### config.mk
export PLATFORM = sky130hd
export DESIGN_NAME = gpio_apb_ctrl
export DESIGN_NICKNAME = d
export VERILOG_FILES = /design/src/rtl/gpio_pkg.sv /design/src/rtl/gpio_setclr_reg.sv /design/src/rtl/gpio_in_sync.sv /design/src/rtl/gpio_irq_detect.sv /design/src/rtl/gpio_apb_regs.sv /design/src/rtl/gpio_apb_ctrl.sv
export SDC_FILE = /design/constraint.sdc
export NUM_CORES = 1
export LEC_CHECK = 0
export ABC_AREA = 1
export BUFFER_PORTS_ARGS = -buffer_cell sky130_fd_sc_hd__buf_4
export CAP_MARGIN = 20
export CORE_AREA = 2 2 212 214
export DETAILED_ROUTE_END_ITERATION = 10
export DIE_AREA = 0 0 214 216
export GPL_ROUTABILITY_DRIVEN = 0
export HOLD_SLACK_MARGIN = 0.03
export SLEW_MARGIN = 10
export SYNTH_ARGS = -nofsm -noshare
export SYNTH_HDL_FRONTEND = slang
export SYNTH_HIERARCHICAL = 1
export SYNTH_SLANG_ARGS = --single-unit
### constraint.sdc
create_clock -name pclk -period 1.6 [get_ports pclk]
set_clock_uncertainty 0.1 [all_clocks]
set_input_delay 0.08 -clock pclk [delete_from_list [all_inputs] [get_ports pclk]]
set_output_delay 0.08 -clock pclk [all_outputs]
set_load 0.02 [all_outputs]
### src/rtl/gpio_pkg.sv
package gpio_pkg;

  // Word indexes inside the register window (byte offset = index * 4)
  localparam int W_STATE_SET   = 0;
  localparam int W_STAT_CLROUT = 1;
  localparam int W_DIR_OUT     = 2;
  localparam int W_DIR_IN      = 3;
  localparam int W_IEN_SET     = 4;
  localparam int W_IEN_CLR     = 5;
  localparam int W_EDGE_SET    = 6;
  localparam int W_EDGE_CLR    = 7;
  localparam int W_POL_SET     = 8;
  localparam int W_POL_CLR     = 9;
  localparam int W_ANY_SET     = 10;
  localparam int W_ANY_CLR     = 11;
  localparam int W_FLAG_CLR    = 12;
  localparam int W_CTRL        = 13;
  localparam int N_WORDS       = 14;

  // Edge event on one pin given current/previous synchronized level
  function automatic logic edge_hit(logic cur, logic prv, logic pol, logic any);
    logic rise;
    logic fall;
    rise = cur & ~prv;
    fall = ~cur & prv;
    if (any) return rise | fall;
    return pol ? rise : fall;
  endfunction

  // Level interrupt condition on one pin
  function automatic logic level_hit(logic cur, logic pol);
    return cur == pol;
  endfunction

endpackage

### src/rtl/gpio_setclr_reg.sv
module gpio_setclr_reg #(
  parameter int          N_PINS = 32,
  parameter logic [31:0] RST_VAL = 32'h0
) (
  input  logic              clk,
  input  logic              rst_n,
  input  logic              set_en,
  input  logic              clr_en,
  input  logic [N_PINS-1:0] wmask,
  output logic [N_PINS-1:0] q
);

  logic [N_PINS-1:0] set_bits;
  logic [N_PINS-1:0] clr_bits;

  assign set_bits = set_en ? wmask : '0;
  assign clr_bits = clr_en ? wmask : '0;

  always_ff @(posedge clk or negedge rst_n) begin
    if (!rst_n) q <= RST_VAL[N_PINS-1:0];
    else        q <= (q | set_bits) & ~clr_bits;
  end

  assert_set_bits_R4: assert property (@(posedge clk) disable iff (!rst_n)
    set_en |=> ((q & $past(wmask)) == $past(wmask)));

  assert_clr_bits_R4: assert property (@(posedge clk) disable iff (!rst_n)
    clr_en |=> ((q & $past(wmask)) == '0));

  assert_idle_hold_R2: assert property (@(posedge clk) disable iff (!rst_n)
    (!set_en && !clr_en) |=> $stable(q));

endmodule

### src/rtl/gpio_in_sync.sv
module gpio_in_sync #(
  parameter int N_PINS = 32
) (
  input  logic              clk,
  input  logic              rst_n,
  input  logic [N_PINS-1:0] pad_in,
  input  logic [N_PINS-1:0] loop_val,
  input  logic              loop_en,
  output logic [N_PINS-1:0] sync_q
);

  logic [N_PINS-1:0] src;
  logic [N_PINS-1:0] stage1;
  logic [N_PINS-1:0] stage2;

  assign src = loop_en ? loop_val : pad_in;

  always_ff @(posedge clk or negedge rst_n) begin
    if (!rst_n) begin
      stage1 <= '0;
      stage2 <= '0;
    end else begin
      stage1 <= src;
      stage2 <= stage1;
    end
  end

  assign sync_q = stage2;

  // Edge counter since reset so the latency check never looks before it
  logic [1:0] armed_cnt;
  always_ff @(posedge clk or negedge rst_n) begin
    if (!rst_n)                 armed_cnt <= 2'd0;
    else if (armed_cnt != 2'd3) armed_cnt <= armed_cnt + 2'd1;
  end

  assert_two_stage_R5: assert property (@(posedge clk) disable iff (!rst_n)
    (armed_cnt >= 2'd2) |-> (sync_q == $past(src, 2)));

endmodule

### src/rtl/gpio_irq_detect.sv
module gpio_irq_detect #(
  parameter int N_PINS = 32
) (
  input  logic              clk,
  input  logic              rst_n,
  input  logic [N_PINS-1:0] sync_in,
  input  logic [N_PINS-1:0] ien,
  input  logic [N_PINS-1:0] edge_mode,
  input  logic [N_PINS-1:0] pol,
  input  logic [N_PINS-1:0] any_edge,
  input  logic [N_PINS-1:0] flag_clr,
  output logic [N_PINS-1:0] status,
  output logic              irq
);
  import gpio_pkg::*;

  logic [N_PINS-1:0] prev_q;
  logic [N_PINS-1:0] edge_ev;
  logic [N_PINS-1:0] lvl_ev;
  logic [N_PINS-1:0] flag_q;
  logic [N_PINS-1:0] pending;

  always_ff @(posedge clk or negedge rst_n) begin
    if (!rst_n) prev_q <= '0;
    else        prev_q <= sync_in;
  end

  for (genvar p = 0; p < N_PINS; p++) begin : g_pin
    assign edge_ev[p] = edge_hit(sync_in[p], prev_q[p], pol[p], any_edge[p]);
    assign lvl_ev[p]  = level_hit(sync_in[p], pol[p]);

    // A new event wins over a clear arriving in the same cycle
    always_ff @(posedge clk or negedge rst_n) begin
      if (!rst_n)             flag_q[p] <= 1'b0;
      else if (!edge_mode[p]) flag_q[p] <= 1'b0;
      else if (edge_ev[p])    flag_q[p] <= 1'b1;
      else if (flag_clr[p])   flag_q[p] <= 1'b0;
    end

    assign status[p] = edge_mode[p] ? flag_q[p] : lvl_ev[p];
  end

  assign pending = status & ien;
  assign irq     = |pending;

  assert_no_irq_masked_R10: assert property (@(posedge clk) disable iff (!rst_n)
    (ien == '0) |-> !irq);

  assert_flag_cleared_R9: assert property (@(posedge clk) disable iff (!rst_n)
    ((flag_clr & edge_ev) == '0 && flag_clr != '0) |=> ((flag_q & $past(flag_clr)) == '0));

  assert_flag_sticky_R8: assert property (@(posedge clk) disable iff (!rst_n)
    (flag_clr == '0 && $stable(edge_mode)) |=> ((flag_q & $past(flag_q)) == $past(flag_q)));

endmodule

### src/rtl/gpio_apb_regs.sv
module gpio_apb_regs #(
  parameter int N_PINS = 32,
  parameter int ADDR_W = 6,
  parameter int DATA_W = 32
) (
  input  logic              clk,
  input  logic              rst_n,
  input  logic              psel,
  input  logic              penable,
  input  logic              pwrite,
  input  logic [ADDR_W-1:0] paddr,
  input  logic [DATA_W-1:0] pwdata,
  output logic [DATA_W-1:0] prdata,
  input  logic [N_PINS-1:0] state_in,
  input  logic [N_PINS-1:0] irq_stat,
  output logic [N_PINS-1:0] out_q,
  output logic [N_PINS-1:0] oe_q,
  output logic [N_PINS-1:0] ien_q,
  output logic [N_PINS-1:0] edge_q,
  output logic [N_PINS-1:0] pol_q,
  output logic [N_PINS-1:0] any_q,
  output logic [N_PINS-1:0] flag_clr,
  output logic              loop_q
);
  import gpio_pkg::*;

  localparam int WORD_W = ADDR_W - 2;

  logic [WORD_W-1:0] widx;
  logic              aligned;
  logic              wr_acc;
  logic              rd_acc;
  logic [N_WORDS-1:0] wr_hit;
  logic              addr_mapped;
  logic [N_PINS-1:0] wmask;
  logic [N_PINS-1:0] rd_pins;
  logic [DATA_W-1:0] rd_word;

  assign widx    = paddr[ADDR_W-1:2];
  assign aligned = (paddr[1:0] == 2'b00);
  assign wr_acc  = psel & penable & pwrite;
  assign rd_acc  = psel & ~pwrite;
  assign wmask   = pwdata[N_PINS-1:0];
  assign addr_mapped = aligned && (int'(widx) < N_WORDS);

  for (genvar w = 0; w < N_WORDS; w++) begin : g_hit
    assign wr_hit[w] = wr_acc && aligned && (int'(widx) == w);
  end

  // Paired set/clear storage for every per-pin setting
  gpio_setclr_reg #(.N_PINS(N_PINS), .RST_VAL(32'h0)) u_out (
    .clk(clk), .rst_n(rst_n), .set_en(wr_hit[W_STATE_SET]),
    .clr_en(wr_hit[W_STAT_CLROUT]), .wmask(wmask), .q(out_q));

  gpio_setclr_reg #(.N_PINS(N_PINS), .RST_VAL(32'h0)) u_oe (
    .clk(clk), .rst_n(rst_n), .set_en(wr_hit[W_DIR_OUT]),
    .clr_en(wr_hit[W_DIR_IN]), .wmask(wmask), .q(oe_q));

  gpio_setclr_reg #(.N_PINS(N_PINS), .RST_VAL(32'h0)) u_ien (
    .clk(clk), .rst_n(rst_n), .set_en(wr_hit[W_IEN_SET]),
    .clr_en(wr_hit[W_IEN_CLR]), .wmask(wmask), .q(ien_q));

  gpio_setclr_reg #(.N_PINS(N_PINS), .RST_VAL(32'h0)) u_edge (
    .clk(clk), .rst_n(rst_n), .set_en(wr_hit[W_EDGE_SET]),
    .clr_en(wr_hit[W_EDGE_CLR]), .wmask(wmask), .q(edge_q));

  gpio_setclr_reg #(.N_PINS(N_PINS), .RST_VAL(32'hFFFF_FFFF)) u_pol (
    .clk(clk), .rst_n(rst_n), .set_en(wr_hit[W_POL_SET]),
    .clr_en(wr_hit[W_POL_CLR]), .wmask(wmask), .q(pol_q));

  gpio_setclr_reg #(.N_PINS(N_PINS), .RST_VAL(32'h0)) u_any (
    .clk(clk), .rst_n(rst_n), .set_en(wr_hit[W_ANY_SET]),
    .clr_en(wr_hit[W_ANY_CLR]), .wmask(wmask), .q(any_q));

  assign flag_clr = wr_hit[W_FLAG_CLR] ? wmask : '0;

  always_ff @(posedge clk or negedge rst_n) begin
    if (!rst_n)              loop_q <= 1'b0;
    else if (wr_hit[W_CTRL]) loop_q <= pwdata[0];
  end

  // Read mux: pin-wide value per word, control and clear words handled apart
  always_comb begin
    rd_pins = '0;
    case (int'(widx))
      W_STATE_SET:              rd_pins = state_in;
      W_STAT_CLROUT:            rd_pins = irq_stat;
      W_DIR_OUT, W_DIR_IN:      rd_pins = oe_q;
      W_IEN_SET, W_IEN_CLR:     rd_pins = ien_q;
      W_EDGE_SET, W_EDGE_CLR:   rd_pins = edge_q;
      W_POL_SET, W_POL_CLR:     rd_pins = pol_q;
      W_ANY_SET, W_ANY_CLR:     rd_pins = any_q;
      default:                  rd_pins = '0;
    endcase
  end

  always_comb begin
    rd_word = '0;
    if (int'(widx) == W_CTRL) rd_word[0] = loop_q;
    else                      rd_word[N_PINS-1:0] = rd_pins;
  end

  assign prdata = (rd_acc && addr_mapped) ? rd_word : '0;

  assert_unmapped_zero_R11: assert property (@(posedge clk) disable iff (!rst_n)
    (rd_acc && !addr_mapped) |-> (prdata == '0));

  assert_single_strobe_R11: assert property (@(posedge clk) disable iff (!rst_n)
    $onehot0(wr_hit));

  assert_loop_write_R6: assert property (@(posedge clk) disable iff (!rst_n)
    wr_hit[W_CTRL] |=> (loop_q == $past(pwdata[0])));

endmodule

### src/rtl/gpio_apb_ctrl.sv
module gpio_apb_ctrl #(
  parameter int N_PINS = 32,
  parameter int ADDR_W = 6,
  parameter int DATA_W = 32
) (
  input  logic              pclk,
  input  logic              presetn,
  input  logic              psel,
  input  logic              penable,
  input  logic              pwrite,
  input  logic [ADDR_W-1:0] paddr,
  input  logic [DATA_W-1:0] pwdata,
  output logic [DATA_W-1:0] prdata,
  input  logic [N_PINS-1:0] gpio_in,
  output logic [N_PINS-1:0] gpio_out,
  output logic [N_PINS-1:0] gpio_oe,
  output logic              irq
);

  logic [N_PINS-1:0] sync_lvl;
  logic [N_PINS-1:0] stat;
  logic [N_PINS-1:0] out_q;
  logic [N_PINS-1:0] oe_q;
  logic [N_PINS-1:0] ien_q;
  logic [N_PINS-1:0] edge_q;
  logic [N_PINS-1:0] pol_q;
  logic [N_PINS-1:0] any_q;
  logic [N_PINS-1:0] flag_clr;
  logic              loop_q;

  gpio_apb_regs #(.N_PINS(N_PINS), .ADDR_W(ADDR_W), .DATA_W(DATA_W)) u_regs (
    .clk(pclk), .rst_n(presetn), .psel(psel), .penable(penable),
    .pwrite(pwrite), .paddr(paddr), .pwdata(pwdata), .prdata(prdata),
    .state_in(sync_lvl), .irq_stat(stat), .out_q(out_q), .oe_q(oe_q),
    .ien_q(ien_q), .edge_q(edge_q), .pol_q(pol_q), .any_q(any_q),
    .flag_clr(flag_clr), .loop_q(loop_q));

  gpio_in_sync #(.N_PINS(N_PINS)) u_sync (
    .clk(pclk), .rst_n(presetn), .pad_in(gpio_in), .loop_val(out_q),
    .loop_en(loop_q), .sync_q(sync_lvl));

  gpio_irq_detect #(.N_PINS(N_PINS)) u_irq (
    .clk(pclk), .rst_n(presetn), .sync_in(sync_lvl), .ien(ien_q),
    .edge_mode(edge_q), .pol(pol_q), .any_edge(any_q), .flag_clr(flag_clr),
    .status(stat), .irq(irq));

  assign gpio_out = out_q;
  assign gpio_oe  = oe_q;

  assert_reset_inputs_R1: assert property (@(posedge pclk) disable iff (!presetn)
    $rose(presetn) |-> (gpio_oe == '0));

endmodule

-- Yosys cells after proc, flatten, opt, wreduce, memory -nomap -nowiden
Index checks and enable logic that the tools add are counted.
- register bits after elaboration: 321
- muxes and demuxes: 274
- $lt $le $gt $ge: 1
- bitwise logic cells: 183
- equality and inequality tests: 88
- reductions and logical operators: 26
- operator list (kind ; number):
    $mux 32 ; 15
    $mux 1 ; 257
    $and 32x32->32 ; 7
    $pmux 32 s7 ; 1
    $not 32->32 ; 6
    $or 32x32->32 ; 6
    $ne 3x2->1 const B ; 32
    $and 1x1->1 ; 67
    $not 1->1 ; 65
    $eq 4x4->1 const B ; 12
    $eq 1x1->1 ; 32
    $eq 4x3->1 const B ; 8
    $or 1x1->1 ; 32
    $reduce_or 32->1 ; 1
    $mux 31 ; 1
    $logic_and 1x1->1 ; 17
    $eq 4x2->1 const B ; 3
    $reduce_or 2->1 ; 5
    $logic_not 4->1 ; 2
    $eq 4x1->1 const B ; 1
    $lt 4x4->1 const B ; 1
    $logic_not 2->1 ; 1

-- Longest topological paths before layout
- depth after elaboration: 8
- gate-level depth with buffers: 11
- mapped depth without buffers: 10

-- Modules after synthesis
The synthesis kept the hierarchy.
- by module, submodules not included (module ; area an instance (um^2) ; seq. area each (um^2) ; cells an instance ; instances):
    gpio_setclr_reg at u_regs.u_any ... ; 1570.3 ; 800.8 ; 230 ; 5
    gpio_irq_detect ; 5121.2 ; 1601.5 ; 765 ; 1
    gpio_apb_regs ; 2824.0 ; 25.0 ; 615 ; 1
    gpio_in_sync ; 2093.3 ; 1601.5 ; 168 ; 1
    gpio_setclr_reg at u_regs.u_pol ; 1610.3 ; 840.8 ; 230 ; 1

-- Least setup slack after synthesis
OpenSTA, ideal clock, no wires.
- path type: register -> output
- start point: register u_regs.u_pol.q[13]
- end point: output port prdata[13]
- arrival time: 1.339 ns
- slack: 0.081 ns
- cell stages (with the launch flop): 9
- buffers on the path: 0
- path through: dfstp_2 > inv_1 > nand2_1 > nand2_1 > a21boi_1 > inv_1 > nor2_1 > nor2_1 > a21oi_1
- word-level cells in the longest chain between the ends: 5
- ends and longest elaborated chain (what ; line ; RTL):
    start: declaration ; gpio_setclr_reg.sv:10 ; output logic [N_PINS-1:0] q
    start signal: assignment ; gpio_setclr_reg.sv:20 ; if (!rst_n) q <= RST_VAL[N_PINS-1:0];
    start signal: assignment ; gpio_setclr_reg.sv:21 ; else q <= (q | set_bits) & ~clr_bits;
    $eq 1x1->1 ; gpio_pkg.sv:32 ; return cur == pol;
    $mux 1 ; gpio_irq_detect.sv:40 ; assign status[p] = edge_mode[p] ? flag_q[p] : lvl_ev[p];
    via stat[13] ; gpio_apb_ctrl.sv:21 ; logic [N_PINS-1:0] stat;
    $pmux 32 s7 ; gpio_apb_regs.sv:85 ; case (int'(widx))
    $mux 31 ; gpio_apb_regs.sv:99 ; if (int'(widx) == W_CTRL) rd_word[0] = loop_q;
    $mux 32 ; gpio_apb_regs.sv:103 ; assign prdata = (rd_acc && addr_mapped) ? rd_word : '0;
    end: declaration ; gpio_apb_ctrl.sv:13 ; output logic [DATA_W-1:0] prdata,
The timed path passes the listed nets, and every way through them passes these cells.

-- Final worst setup path
- start point: register u_regs.u_pol.q[30]
- end point: output port irq
- word-level cells in the longest chain between the ends: 4
- ends and longest elaborated chain (what ; line ; RTL):
    $eq 1x1->1 ; gpio_pkg.sv:32 ;
    $mux 1 ; gpio_irq_detect.sv:40 ;
    $and 32x32->32 ; gpio_irq_detect.sv:43 ; assign pending = status & ien;
    $reduce_or 32->1 ; gpio_irq_detect.sv:44 ; assign irq = |pending;
    end: declaration ; gpio_apb_ctrl.sv:17 ; output logic irq
No other way between the ends.

==> impl_metrics.ini <==
[timing]
slew_viol_final = 0
timing_hold_violations_final = 0
hold_slack_ns = 0.0959
relSlewSlack_pct = 65.8
period_minus_slack_ns = 2.36
grt_setup_unrepaired = yes
fmax_mhz = 424
setup_viol = 33
tns_ns = -17.12
tightest_slew_ns = 0.513
setup_slack_ns = -0.761
fin_crit_sh_pct = 148

[yosys]
ys_warn_count = 6
synth_edf_count = 0
ys_ff_latch = 321
ys_async_sr_fraction_pct = 100
synthTopCellsByArea = dfrtp_1, nand2_1, inv_1
synthCells = 2928
avgSynthCellArea_um2 = 6.66
syn-num-nets = 3067
synth_area_um2 = 19500
synth.distinct_cells = 31
synth_top_area_share_pct = 37.1
yosysTopAreaCell = dfrtp_1
synthFlopType = dfrtp_1
ys_seq_area_share_pct = 41.4

[grt]
grt_antenna_before_repair = 1
grt_pass1_wl_um = 103000
grt_max_degree = 53
grt_pass1_vias = 19000
track_usage_pct = 28.5
grt.overflow.total = 0

[placed_design]
place_hpwl_um = 42800
place_inst = 3823
portBuffers = 171
dp_slack_ns = -0.309

[critical_path]
crit_arrival_ns = 2.18
r2r-start = u_sync/sync_q[28]
end_kind = primary output
cp.required_ns = 1.42
crit_fanout = 3
worst-setup-path-type = reg2out
worstSetupStartpoint = u_regs/u_pol/q[30]
start_kind = register

[route]
wl_um = 66600
drt-pass1-iter-count = 6
initialDrtViolationCount = 1579
ant_nets = 0
vias = 19500
drc = 0
drt-wirelength-per-cell_um = 16.7
post_drt_via_cell_ratio = 4.88

[floorplanning]
initial_core_util_pct = 44.5
coreArea_um2 = 43800
die_width_um = 214
design.die.area_um2 = 46200
fp.dieH_um = 216
rows = 77
io_pins = 172

[clock_network]
cts_tree = built
clockRootBuffer = clkbuf_16
path_clk_slew_ns = 0.06
clk_latency_ns = 0.56
numCtsBuffers = 39
cts_max_path_buffers = 3
ctsHtreeMaxLevel = 2
cts_sinks = 321

[outcome]
status = finished, violations left
violations = negative setup slack

[power_and_ir_drop]
p_per_area_nw_per_um2 = 828
power.total_mw = 21.6
ir_worst_vdd_uv = 640
p_leak_nw = 15.4

[min_path]
hp-start = paddr[2]
hold_path_class = in2reg

[run]
drv_cap = 0

[cells_and_area]
drive_above_1_share_pct = 22.3
finalNetCount = 3514
area_growth_pct = 33.6
final_cells = 3998
-- through the flow --
| stage | utilization, % | cell area, um^2 |
|---|---|---|
| 3_3_place_gp | 52.9 | 23200 |
| 2_1_floorplan | - | 19500 |
| 3_5_place_dp | 52.9 | 23200 |
| 5_1_grt | 59.4 | 26100 |
| 6_report | 59.4 | 26100 |
| 4_1_cts | 58.2 | 25500 |
-- repair_timing --
action,4_1_cts,5_1_grt
setup endpoints to repair,33,189
hold endpoints to repair,576,0
cloned,0,2
gates resized for setup,97,112
buffers inserted,16,20
pin swaps,35,118
hold buffers,68,0
-- routing by layer --
| metal | GRT usage [%] | up-vias | wire length, um |
|---|---|---|---|
| li1 | - | 9510 | - |
| met1 | 37.1 | 9154 | 28500 |
| met2 | 47.9 | 691 | 31200 |
| met3 | 3.93 | 163 | 4500 |
| met4 | 11.4 | 0 | 2490 |
| met5 | 0 | - | 0 |
-- critical path: stages, from the launching register on --
cell and delay (ns):
dfstp_2 0.56, nand2_1 0.11, nand2_2 0.11, nand2_1 0.05, nand3_1 0.10, nand2_2 0.10, nor2_4 0.16, nand2_1 0.06
nor2_1 0.11, nand2_2 0.12, buf_6 0.15
-- power by group --
group | total, mW | switching, mW | leakage, nW | internal (mW)
Sequential | 8.96 | 0.359 | 3.21 | 8.60
Clock | 9.06 | 3.62 | 0.664 | 5.44
Combinational | 3.55 | 2.08 | 11.5 | 1.47
Total | 21.6 | 6.05 | 15.4 | 15.5
-- Yosys cell counts, types with 32 or more instances --
cell type and count:
ha_1 64, dfstp_2 32, nor2_1 213, nand4_1 40
nand3_1 187, nand2_1 1143, o22ai_1 32, o21ai_1 33
dfrtp_1 289, a21oi_1 64, inv_1 670, buf_2 52
-- final cells by class --
cell class | instances | area, um^2
antenna | 1 | 2.50
clock buffer | 54 | 1170
clock inverter | 17 | 138
fill | 4067 | 17800
inverter | 681 | 2570
multi-input combinational | 1829 | 8760
sequential | 321 | 8080
tap | 592 | 741
timing repair buffer | 503 | 4600
-- sequential cells by signal, summed over array words and instances, names as in the netlist --
register	cells
u_irq/flag_q	32
u_irq/prev_q	32
u_regs/loop_q	1
u_regs/u_any/q	32
u_regs/u_edge/q	32
u_regs/u_ien/q	32
u_regs/u_oe/q	32
u_regs/u_out/q	32
u_regs/u_pol/q	32
u_sync/stage1	32
u_sync/sync_q	32
-- placed cells by master (no fill, tap or decap), drive strengths merged, types with 2 or more instances in the layout --
| master | netlist | layout |
|---|---|---|
| nand3 | 187 | 187 |
| dlygate4sd3 | 0 | 66 |
| nand2 | 1154 | 1154 |
| a21oi | 64 | 64 |
| a21boi | 32 | 32 |
| bufinv | 0 | 2 |
| dfrtp | 289 | 289 |
| ha | 64 | 64 |
| dfstp | 32 | 32 |
| clkinv | 0 | 14 |
| o21ai | 34 | 34 |
| nand4 | 40 | 40 |
| clkbuf | 8 | 56 |
| inv | 681 | 681 |
| nor2 | 219 | 219 |
| o22ai | 32 | 32 |
| buf | 89 | 435 |
-- final timing paths --
path	end	slack, ns	depth (start not counted)
setup / recovery	irq	-0.76	10
hold / removal	u_regs/loop_q	0.1	6
setup reg to reg	u_irq/flag_q[28]	0.17	6
hold reg to reg	u_sync/sync_q[14]	0.25	0
max in group asynchronous	u_regs/u_pol/q[16]	0.89	3
min in group asynchronous	u_regs/u_edge/q[26]	0.11	3
-- kinds of logic (layout without fill, tap and decap cells) --
logic type	count (synthesis)	in the layout	synth area share, %
compound gates	162	162	4.77
xor+xnor	1	1	0.0449
fa+ha+maj	64	64	4.11
buf+inv	778	1255	16.7
flops	321	321	41.4
other cells	0	1	0
simple gates	1602	1602	33.0
(Power assumes the default switching activity.)
